--- src/rtl/pci_tgt_pkg.sv ---
package pci_tgt_pkg;

    localparam int unsigned ADDR_W  = 32;
    localparam int unsigned LANES   = 4;
    localparam int unsigned LANE_W  = $clog2(LANES);
    localparam int unsigned IDX_W   = 6;
    localparam int unsigned DWORD_W = ADDR_W - LANE_W;

    localparam logic [3:0] CMD_IO_RD  = 4'h2;
    localparam logic [3:0] CMD_IO_WR  = 4'h3;
    localparam logic [3:0] CMD_MEM_RD = 4'h6;
    localparam logic [3:0] CMD_MEM_WR = 4'h7;
    localparam logic [3:0] CMD_CFG_RD = 4'hA;
    localparam logic [3:0] CMD_CFG_WR = 4'hB;

    typedef enum logic [1:0] {
        SPACE_NONE = 2'b00,
        SPACE_CFG  = 2'b01,
        SPACE_IO   = 2'b10
    } space_e;

    typedef enum logic [2:0] {
        ST_IDLE,
        ST_CLAIM,
        ST_DATA,
        ST_ABORT,
        ST_DRAIN
    } tstate_e;

    typedef struct packed {
        space_e               space;
        logic [IDX_W-1:0]     reg_idx;
        logic [DWORD_W-1:0]   dword;
    } claim_t;

    function automatic logic in_window(input logic [ADDR_W-1:0] a,
                                       input logic [ADDR_W-1:0] base,
                                       input int unsigned       lg2);
        return (a >> lg2) == (base >> lg2);
    endfunction

    function automatic logic is_io_cmd(input logic [3:0] c);
        return (c == CMD_IO_RD) || (c == CMD_IO_WR);
    endfunction

    function automatic logic is_cfg_cmd(input logic [3:0] c);
        return (c == CMD_CFG_RD) || (c == CMD_CFG_WR);
    endfunction

    function automatic logic is_mem_cmd(input logic [3:0] c);
        return (c == CMD_MEM_RD) || (c == CMD_MEM_WR);
    endfunction

endpackage

--- src/rtl/pci_tgt_decode.sv ---
module pci_tgt_decode
    import pci_tgt_pkg::*;
#(
    parameter logic [ADDR_W-1:0] IO_BASE     = 32'h0000_0400,
    parameter int unsigned       IO_WIN_LOG2 = 4
) (
    input  logic [3:0]        cmd,
    input  logic [ADDR_W-1:0] ad,
    input  logic              idsel,
    output claim_t            dec
);

    logic cfg_hit;
    logic io_hit;
    logic mem_seen;

    always_comb begin
        cfg_hit  = is_cfg_cmd(cmd) && idsel && (ad[LANE_W-1:0] == '0);
        io_hit   = is_io_cmd(cmd) && in_window(ad, IO_BASE, IO_WIN_LOG2);
        // memory space is recognised but never answered
        mem_seen = is_mem_cmd(cmd);

        dec         = '0;
        dec.dword   = ad[ADDR_W-1:LANE_W];
        dec.reg_idx = ad[IDX_W+LANE_W-1:LANE_W];
        if (cfg_hit) begin
            dec.space = SPACE_CFG;
        end else if (io_hit && !mem_seen) begin
            dec.space = SPACE_IO;
        end else begin
            dec.space = SPACE_NONE;
        end
    end

endmodule

--- src/rtl/pci_tgt_lanechk.sv ---
module pci_tgt_lanechk
    import pci_tgt_pkg::*;
#(
    parameter logic [ADDR_W-1:0] IO_BASE     = 32'h0000_0400,
    parameter int unsigned       IO_WIN_LOG2 = 4
) (
    input  logic [DWORD_W-1:0] dword,
    input  logic [LANES-1:0]   be,
    output logic               all_in
);

    logic [LANES-1:0] lane_ok;

    for (genvar k = 0; k < LANES; k++) begin : g_lane
        localparam logic [LANE_W-1:0] LANE = LANE_W'(k);
        logic [ADDR_W-1:0] lane_addr;
        always_comb begin
            lane_addr  = {dword, LANE};
            lane_ok[k] = !be[k] || in_window(lane_addr, IO_BASE, IO_WIN_LOG2);
        end
    end

    assign all_in = &lane_ok;

endmodule

--- src/rtl/pci_tgt_fsm.sv ---
module pci_tgt_fsm
    import pci_tgt_pkg::*;
(
    input  logic   clk,
    input  logic   rst,
    input  logic   frame,
    input  logic   irdy,
    input  claim_t dec,
    input  logic   lanes_ok,
    output claim_t held,
    output logic   devsel,
    output logic   trdy,
    output logic   stop
);

    tstate_e st_q, st_d;
    claim_t  held_q;
    logic    last_phase_done;

    assign last_phase_done = irdy && !frame;

    always_comb begin
        st_d = st_q;
        unique case (st_q)
            ST_IDLE: begin
                if (frame) begin
                    st_d = (dec.space != SPACE_NONE) ? ST_CLAIM : ST_DRAIN;
                end else if (irdy) begin
                    st_d = ST_DRAIN;
                end
            end
            ST_CLAIM: begin
                if (held_q.space == SPACE_CFG) begin
                    st_d = ST_DATA;
                end else begin
                    st_d = lanes_ok ? ST_DATA : ST_ABORT;
                end
            end
            ST_DATA: begin
                if (last_phase_done) st_d = ST_DRAIN;
            end
            ST_ABORT: begin
                if (last_phase_done) st_d = ST_DRAIN;
            end
            ST_DRAIN: begin
                if (!frame && !irdy) st_d = ST_IDLE;
            end
            default: st_d = ST_IDLE;
        endcase
    end

    always_ff @(posedge clk) begin
        if (rst) begin
            st_q   <= ST_IDLE;
            held_q <= '0;
        end else begin
            st_q <= st_d;
            if (st_q == ST_IDLE && frame) begin
                held_q <= dec;
            end else if (st_d == ST_IDLE) begin
                held_q.space <= SPACE_NONE;
            end
        end
    end

    always_comb begin
        devsel = (st_q == ST_CLAIM) || (st_q == ST_DATA);
        trdy   = (st_q == ST_DATA);
        stop   = (st_q == ST_ABORT);
    end

    assign held = held_q;

endmodule

--- src/rtl/pci_tgt_claim.sv ---
module pci_tgt_claim
    import pci_tgt_pkg::*;
#(
    parameter logic [ADDR_W-1:0] IO_BASE     = 32'h0000_0400,
    parameter int unsigned       IO_WIN_LOG2 = 4
) (
    input  logic              clk,
    input  logic              rst,
    input  logic              frame,
    input  logic              irdy,
    input  logic              idsel,
    input  logic [ADDR_W-1:0] ad,
    input  logic [LANES-1:0]  cbe,
    output logic              devsel,
    output logic              trdy,
    output logic              stop,
    output logic              xfer,
    output logic [1:0]        space,
    output logic [IDX_W-1:0]  reg_idx
);

    claim_t dec;
    claim_t held;
    logic   lanes_ok;

    pci_tgt_decode #(
        .IO_BASE     (IO_BASE),
        .IO_WIN_LOG2 (IO_WIN_LOG2)
    ) u_decode (
        .cmd   (cbe),
        .ad    (ad),
        .idsel (idsel),
        .dec   (dec)
    );

    pci_tgt_lanechk #(
        .IO_BASE     (IO_BASE),
        .IO_WIN_LOG2 (IO_WIN_LOG2)
    ) u_lanechk (
        .dword  (held.dword),
        .be     (cbe),
        .all_in (lanes_ok)
    );

    pci_tgt_fsm u_fsm (
        .clk      (clk),
        .rst      (rst),
        .frame    (frame),
        .irdy     (irdy),
        .dec      (dec),
        .lanes_ok (lanes_ok),
        .held     (held),
        .devsel   (devsel),
        .trdy     (trdy),
        .stop     (stop)
    );

    assign xfer    = trdy && irdy;
    assign space   = held.space;
    assign reg_idx = held.reg_idx;

endmodule

--- config.mk ---
export PLATFORM = sky130hd
export DESIGN_NAME = pci_tgt_claim
export DESIGN_NICKNAME = d
export VERILOG_FILES = /design/src/rtl/pci_tgt_pkg.sv /design/src/rtl/pci_tgt_decode.sv /design/src/rtl/pci_tgt_lanechk.sv /design/src/rtl/pci_tgt_fsm.sv /design/src/rtl/pci_tgt_claim.sv
export SDC_FILE = /design/constraint.sdc
export NUM_CORES = 1
export LEC_CHECK = 0
export ABC_AREA = 1
export BUFFER_PORTS_ARGS = -buffer_cell sky130_fd_sc_hd__buf_2
export CORE_ASPECT_RATIO = 0.5
export CORE_MARGIN = 8
export CORE_UTILIZATION = 54
export DETAILED_ROUTE_END_ITERATION = 6
export PLACE_DENSITY = 0.84
export SETUP_SLACK_MARGIN = 0.2
export SLEW_MARGIN = 25
export SYNTH_ARGS = -nofsm -noshare
export SYNTH_HDL_FRONTEND = slang
export SYNTH_SLANG_ARGS = --single-unit
export TNS_END_PERCENT = 100
--- constraint.sdc ---
create_clock -name clk -period 2.85 [get_ports clk]
set_input_delay 0.57 -clock clk [delete_from_list [all_inputs] [get_ports clk]]
set_output_delay 0.57 -clock clk [all_outputs]
set_load 0.05 [all_outputs]
* Word-level counts from Yosys, hierarchy flattened
Cells that the tools add are included.
** Storage, ports and cells
- Word-level logic and storage cells :: 59
- Flip-flop bits (word level) :: 41
- Output and inout bits :: 12
** Operators by class
- Reductions and logical operators :: 30
- Eq/ne operators :: 13
- Multiplexer cells :: 12
** Operators by type and width (count)
- equality test 28 x 7 -> 1 bit (second input constant) :: 2
- 2-to-1 mux 3 bit :: 6
- case mux 3 bit (4 select lines) :: 1
- equality test 4 x 2 -> 1 bit (second input constant) :: 2
- equality test 4 x 3 -> 1 bit (second input constant) :: 2
- equality test 4 bit (second input constant) :: 2
- logical AND 1 bit :: 8
- logical OR 1 bit :: 8
- 2-to-1 mux 2 bit :: 4
- zero test 1 bit :: 7
- equality test 3 x 2 -> 1 bit (second input constant) :: 2
- zero test 3 bit :: 2
- AND reduction 4 bit :: 1
- nonzero test 2 bit :: 2
- equality test 3 x 1 -> 1 bit (second input constant) :: 1
- equality test 3 bit (second input constant) :: 1
- equality test 2 x 1 -> 1 bit (second input constant) :: 1
- zero test 2 bit :: 1
- OR reduction 2 bit :: 1
- 2-to-1 mux 1 bit :: 1

* Logic depth before layout (Yosys ltp)
Gate-level depths: netlist of the first run.
- Depth after elaboration :: 13
- Mapped depth :: 12

* Hierarchy
A second synthesis of the first run with hierarchy kept.
** Unflattened totals
- Cells, all modules :: 334
- Area total of the unflattened synthesis :: 2205.9 um^2
** By module, submodules not included
- pci_tgt_fsm :: area an instance 1589.0 um^2, cells each 210, seq. area each 820.8 um^2, times used 1
- pci_tgt_decode :: area an instance 416.6 um^2, cells each 72, seq. area each 0.0 um^2, times used 1
- pci_tgt_lanechk :: area an instance 192.7 um^2, cells each 50, seq. area each 0.0 um^2, times used 1
- pci_tgt_claim :: area an instance 7.5 um^2, cells each 2, seq. area each 0.0 um^2, times used 1

* Worst setup path after synthesis of the first run
OpenSTA, ideal clock, no wires.
- Path kind :: input -> output
- Start :: input port irdy
- End :: output port xfer
- Path slack :: 0.587 ns
- Data required time :: 2.280 ns
- Cell stages on the path :: 2
- Data arrival time :: 1.693 ns
- Cells stage by stage :: inv_1 nor3_1
** On the way
- Cells in the longest elaborated chain, start to end :: 1
** Ends and longest elaborated chain
- from (decl) :: line pci_tgt_claim.sv:10 : input logic irdy,
- logical AND 1 bit :: line pci_tgt_claim.sv:58 : assign xfer = trdy && irdy;
- to (decl) :: line pci_tgt_claim.sv:17 : output logic xfer,
No other way between the ends.

* Worst setup path after layout of the first run
- Start :: register u_fsm.st_q[1]
- End :: output port devsel
** On the way
- Cells in the longest elaborated chain, start to end :: 2
- Elaborated cells between the ends (all ways) :: 3
- Those cells by class :: eq/ne: 2; reduce/logical: 1
** Ends and longest elaborated chain
- from (decl) :: line pci_tgt_fsm.sv:16 : tstate_e st_q, st_d;
- from (signal assigned) :: line pci_tgt_fsm.sv:57 : st_q <= st_d;
- equality test 3 x 1 -> 1 bit / equality test 3 x 2 -> 1 bit (equally long branches) :: line pci_tgt_fsm.sv:67 : devsel = (st_q == ST_CLAIM) || (st_q == ST_DATA);
- logical OR 1 bit * :: line pci_tgt_fsm.sv:67
- to (decl) :: line pci_tgt_claim.sv:14 : output logic devsel,
Every way passes the cells marked *; elsewhere a longest branch is shown, timed or not.

==> results of run 1 <==
power groups by stage:
stage | Clock, W | Sequential, W | Combinational (W)
floorplan | 0 | 0.000542 | 0.000124
global placement | 0 | 0.000543 | 0.000162
detailed placement | 0 | 0.000545 | 0.000168
CTS | 0.000538 | 0.000533 | 0.000170
global route | 0.000558 | 0.000537 | 0.000190
finish | 0.000532 | 0.000534 | 0.000170
worst max-delay path: stages, from the launching register on:
cell,delay [ps]
dfxtp_1,360
inv_1,70
nor2_1,120
inv_1,100
o21ai_0,150
buf_2,280
metrics by stage:
step           setup WS [ps]  total power (W)
2_1_floorplan            587         0.000666
3_3_place_gp            1050         0.000705
3_5_place_dp             980         0.000713
4_1_cts                  930          0.00124
5_1_grt                  809          0.00129
6_report                 917          0.00124
metal layers:
metal | share of wire, % | track usage, %
met3 | 6.6 | 5.79
met4 | 2.0 | 7.27
met5 | 0 | 0
met2 | 51 | 28.2
met1 | 40 | 17.2
placed cells by master, fill, tap and decap left out, drive strengths merged:
cell type and count:
and2 1, nand2 24, clkinvlp 1, buf 53
nand3 5, nor2 37, clkbuf 5, a21oi 36
inv 40, dfxtp 35, nor3 2, o21ai 31
or2 1, nand4 8, bufinv 2
area by class of cell:
cell class / instances / area, sq um / share of cell area (%)
sequential: 35 / 701 / 34.5
timing repair buffer: 53 / 268 / 13.2
tap: 40 / 50.0 / 2.47
multi-input combinational: 145 / 723 / 35.7
clock inverter: 3 / 67.6 / 3.33
clock buffer: 5 / 68.8 / 3.39
inverter: 40 / 150 / 7.40
worst max-delay path by stage:
stage	cells after the start	end	slack, ps
after global placement	11	u_fsm.held[36]	1050
after detailed placement	11	u_fsm.held[36]	980
after global routing	5	devsel	810
after floorplan	2	xfer	590
final	5	devsel	920
after CTS	5	devsel	930
cells by family (layout without fill, tap and decap cells):
family,Yosys count,count (layout)
AO/OA/AOI/OAI,67,67
buffers and inverters,57,101
AND/OR/NAND/NOR,78,78
flip-flops,35,35
state kept, by name (all words and copies together) (netlist names):
signal,flops
u_fsm.st_q,3
u_fsm.held,32
==> impl_metrics.csv, run 1 <==
group,metric,value,unit
status,status,"finished, final reports clean",
clock_network,cts_setup_buffers,0,
critical_path,cp_data_required_time,2280,ps
clock_network,insertion_delay,280,ps
synth,ys_async_sr_fraction,0,%
layout,finalInstanceArea,0.00203,sq mm
power,switchingPower,0.000305,W
clock_network,cts_buffer_depth,2,
critical_path,reg2reg_setup_slack,1070,ps
timing,fin_hold_ws,453,ps
layout,antenna_cells,0,
synth,ys_seq_elements,35,
synth,synthesis.nets,278,
routing,drt_pass1_iterations,4,
synth,synth_top_family_by_area,"simple AND/OR/NAND/NOR gates",
power,sw_frac_of_total,24.7,%
layout,final_util,67.7,%
synth,synth_area_per_cell,7.14,sq um
critical_path,crit_fanout,4,
critical_path,r2r_end,"u_fsm.held[26]",
synth,yosys-top-cells-area,"dfxtp_1, a21oi_1, inv_1",
synth,syn_inst,237,
routing,dr_total_vias,1633,
place,dpl.cell_count,313,
place,port_buffers,52,
power,powerDensity,609,mW/mm^2
global_routing,grt_pass1_vias,1645,
synth,synth_area_leader_cell,"dfxtp_1",
routing,drt_iter0_drc,92,
routing,viasPerCell,5.09,
place,placedInstanceArea,0.00189,sq mm
power,clockPowerShare,43.0,%
synth,synth-xor-area-share,0,%
synth,synth-simple-area-share,22.3,%
routing,detail_route.wirelength,4170,um
die,start_util,56.5,%
clock_network,clock_sinks,35,
die,ios,53,
timing,skew,5.30,ps
global_routing,grt_antenna_before_repair,0,
synth,synth.area.mux_share,0,%
global_routing,grt_overflow_total,0,
die,fp.dieH,55.6,um
synth,yosys.cell_types.count,23,
hold_path,holdPathStages,2,
routing,wl_per_cell,13.0,um
global_routing,grt_usage,16.2,%
power,p_seq_share,43.2,%
timing,period_share,67.8,%
hold_path,min-delay-start,"u_fsm.held[13]",
place,gp_congestion,0.877,
critical_path,crit_path_start_kind,"flip-flop",
synth,netlist_area,0.00169,sq mm
power,peakVddDrop,0.462,mV
critical_path,crit_start,"u_fsm.st_q[1]",
flow_run,max_cap_violations,0,
layout,area_growth,19.9,%
die,die-width,95.2,um
hold_path,hold_end,"u_fsm.held[13]",
global_routing,grt_pass1_wl,7000,um
clock_network,h-tree-depth,2,
critical_path,endpoint_kind,"output port",
synth,synth_compound_area_share,20.5,%
clock_network,postCtsHoldBufs,0,
synth,synth-edff-count,0,
clock_network,numCtsBuffers,5,
timing,worstMarginPinSlew,701,ps
layout,drive_gt1_share,28.5,%
layout,nets,321,
timing,drv_slew,0,
power,p_int,0.000931,W
synth,synth-seq-area-share,41.4,%
critical_path,criticalPathCategory,"reg2out",
timing,min_period,1930,ps
clock_network,tritoncts,"yes",
clock_network,clockRootBuffer,"clkbuf_8",
hold_path,hold_path.class,"reg2reg",
timing,setup_violations,0,
global_routing,grt_max_degree,33,
die,core-area,0.00300,sq mm
layout,fillCellCount,244,
timing,finalSetupTns,0,ps
routing,final_antenna_net_count,0,
clock_network,clk_pin_slew,70,ps
die,row_count,14,
critical_path,cp_data_arrival_time,1360,ps
synth,synth.most_common_cell,"inv_1",
clock_network,post_cts_resized,0,
critical_path,r2r_start,"u_fsm.st_q[0]",
routing,drc,0,
place,dp_hpwl,3110,um
timing,max_freq,0.517,GHz
synth,synth_fa_ha_area_share,0,%
timing,maxSlewHeadroom,53.2,%
power,pwr-share-comb,13.8,%
die,dieArea,0.00529,sq mm
timing,hold_violations,0,
power,p_leak,0.919,nW
layout,stdcell_count,321,
critical_path,rr_worst_depth,7,
synth,dominantRegCellSynth,"dfxtp_1",
synth,synth-warning-count,0,
synth,synthTopCellsByCount,"inv_1, dfxtp_1, a21oi_1",
timing,grt_setup_unrepaired,"no",
synth,netlist.area_leader.share,41.4,%
No activity file was read; power rests on OpenSTA's default activity.
==> run 2: changes to the inputs <==
--- a/config.mk
+++ b/config.mk
@@ -9,9 +9,9 @@
 export BUFFER_PORTS_ARGS = -buffer_cell sky130_fd_sc_hd__buf_2
 export CORE_ASPECT_RATIO = 0.5
 export CORE_MARGIN = 8
-export CORE_UTILIZATION = 54
+export CORE_UTILIZATION = 45
 export DETAILED_ROUTE_END_ITERATION = 6
-export PLACE_DENSITY = 0.84
+export PLACE_DENSITY = 0.75
 export SETUP_SLACK_MARGIN = 0.2
 export SLEW_MARGIN = 25
 export SYNTH_ARGS = -nofsm -noshare
==> constraint.sdc (replaced) <==
create_clock -name clk -period 1.7 [get_ports clk]
set_input_delay 0.34 -clock clk [delete_from_list [all_inputs] [get_ports clk]]
set_output_delay 0.34 -clock clk [all_outputs]
set_load 0.05 [all_outputs]
==> run 2 against run 1 <==
Clock power is 24% higher; global-route usage is 2.2 points lower; cell count up 4.0%; design area increased by 3.0%; clock skew is 1.2 ps lower; sequential power is 67% higher; hold slack got worse by 150 ps; die area rose by 15%; highest routed layer unchanged.
==> impl_metrics.csv, run 2 (synthesis results as in run 1) <==
group,metric,value,unit
status,status,"finished, final reports clean",
die,ios,53,
place,pre_cts_ws,95.9,ps
die,core-area,0.00351,sq mm
routing,detail_route.wirelength,3960,um
clock_network,insertion_delay,280,ps
layout,drive_gt1_share,35.0,%
routing,drc,0,
routing,viasPerCell,4.67,
global_routing,grt_pass1_wl,6670,um
critical_path,crit_path_start_kind,"flip-flop",
power,peakVddDrop,0.318,mV
power,switchingPower,0.000494,W
routing,dr_total_vias,1559,
timing,drv_slew,0,
timing,skew,4.08,ps
routing,wl_per_cell,11.8,um
timing,maxSlewHeadroom,82.8,%
clock_network,cts_buffer_depth,2,
timing,setup_violations,0,
clock_network,cts_setup_buffers,0,
layout,area_growth,23.4,%
place,gp_congestion,0.748,
power,p_int,0.00135,W
hold_path,hold_path.class,"in2reg",
power,p_seq_share,48.5,%
layout,nets,323,
routing,final_antenna_net_count,0,
die,fp.dieH,59.4,um
critical_path,cp_data_required_time,1360,ps
timing,hold_violations,0,
power,p_leak,0.925,nW
die,die-width,103,um
layout,final_common_cell,"buf_2",
die,dieArea,0.00610,sq mm
layout,final_util,59.5,%
clock_network,clk_pin_slew,70,ps
die,row_count,15,
timing,min_period,1490,ps
timing,period_share,87.9,%
global_routing,grt_antenna_before_repair,0,
place,port_buffers,52,
layout,fillCellCount,327,
layout,largest_reg_flops,32,
clock_network,h-tree-depth,2,
power,pwr-share-comb,15.7,%
routing,drt_iter0_drc,67,
timing,layout_setup_ws,206,ps
critical_path,criticalPathCategory,"reg2out",
die,start_util,48.2,%
timing,finalSetupTns,0,ps
global_routing,grt_max_degree,31,
timing,max_freq,0.669,GHz
critical_path,cp_data_arrival_time,1150,ps
global_routing,grt_pass1_vias,1542,
clock_network,clock_sinks,35,
routing,drt_pass1_iterations,4,
global_routing,grt_overflow_total,0,
timing,grt_setup_unrepaired,"yes",
power,powerDensity,883,mW/mm^2
power,clockPowerShare,35.8,%
place,dp_hpwl,3080,um
layout,antenna_cells,0,
clock_network,tritoncts,"yes",
clock_network,numCtsBuffers,5,
critical_path,endpoint_kind,"output port",
clock_network,clockRootBuffer,"clkbuf_8",
power,sw_frac_of_total,26.8,%
critical_path,crit_fanout,4,
global_routing,grt_usage,14.0,%
layout,layout_common_cells,"buf_2, a21oi_1, inv_1, dfxtp_1, nor2_1",
flow_run,max_cap_violations,0,
timing,worstMarginPinSlew,258,ps
==> run 2: cell count changes in the layout (fill, tap and decap cells not counted), sizes merged <==
cell | previous run | this run
bufinv | 2 | 0
clkinvlp | 1 | 0
clkbuf | 5 | 8
buf | 53 | 55
==> run 2: routing by layer <==
metal / GRT usage (%) / wire (um)
met5: 0 / 0
met4: 4.96 / 39
met3: 5.04 / 201
met2: 24.1 / 2010
met1: 15.8 / 1700
==> run 2: path summary, 6_finish.rpt <==
| path | start | to | slack (ps) | cells after the start |
|---|---|---|---|---|
| setup / recovery | u_fsm.st_q[1] | xfer | 210 | 5 |
| hold / removal | ad[3] | u_fsm.held[31] | 300 | 3 |
| setup reg to reg | u_fsm.held[24] | u_fsm.held[37] | 300 | 11 |
| hold reg to reg | u_fsm.held[17] | u_fsm.held[17] | 450 | 2 |
==> run 2: worst max-delay path, stage by stage, from the launching register on <==
cell and delay, ps:
dfxtp_2 350, inv_2 60, nor2_4 90, inv_2 70, nor3_2 130, buf_6 180
==> run 2: power by group through the flow <==
stage | sequential (W) | combinational [W] | clock (W)
floorplan | 0.000909 | 0.000208 | 0
global placement | 0.000911 | 0.000276 | 0
detailed placement | 0.000913 | 0.000283 | 0
CTS | 0.000896 | 0.000285 | 0.000672
global route | 0.000901 | 0.000325 | 0.000717
finish | 0.000894 | 0.000289 | 0.000660
==> run 2: through the flow <==
stage	hold WS, ps	cells	total power [W]	instance area, sq um
global placement	440	326	0.00119	1930
detailed placement	445	326	0.00120	1930
floorplan	429	237	0.00112	1700
global route	312	334	0.00194	2090
CTS	295	334	0.00185	2060
finish	301	334	0.00184	2090
==> run 2: layout make-up <==
cell class	count	area (sq um)	share of cell area (%)
Clock buffer	8	100	4.79
Inverter	40	150	7.19
Tap cell	51	63.8	3.06
Sequential cell	35	709	34.0
Multi-Input combinational cell	145	761	36.4
Timing Repair Buffer	55	304	14.6
==> run 2: timing repair <==
item                                    in CTS  in global routing
endpoints found under the hold margin        0                  0
pin swaps                                    0                  3
resized for setup                           14                 14
endpoints found under the setup margin       4                  6
hold buffers                                 0                  0
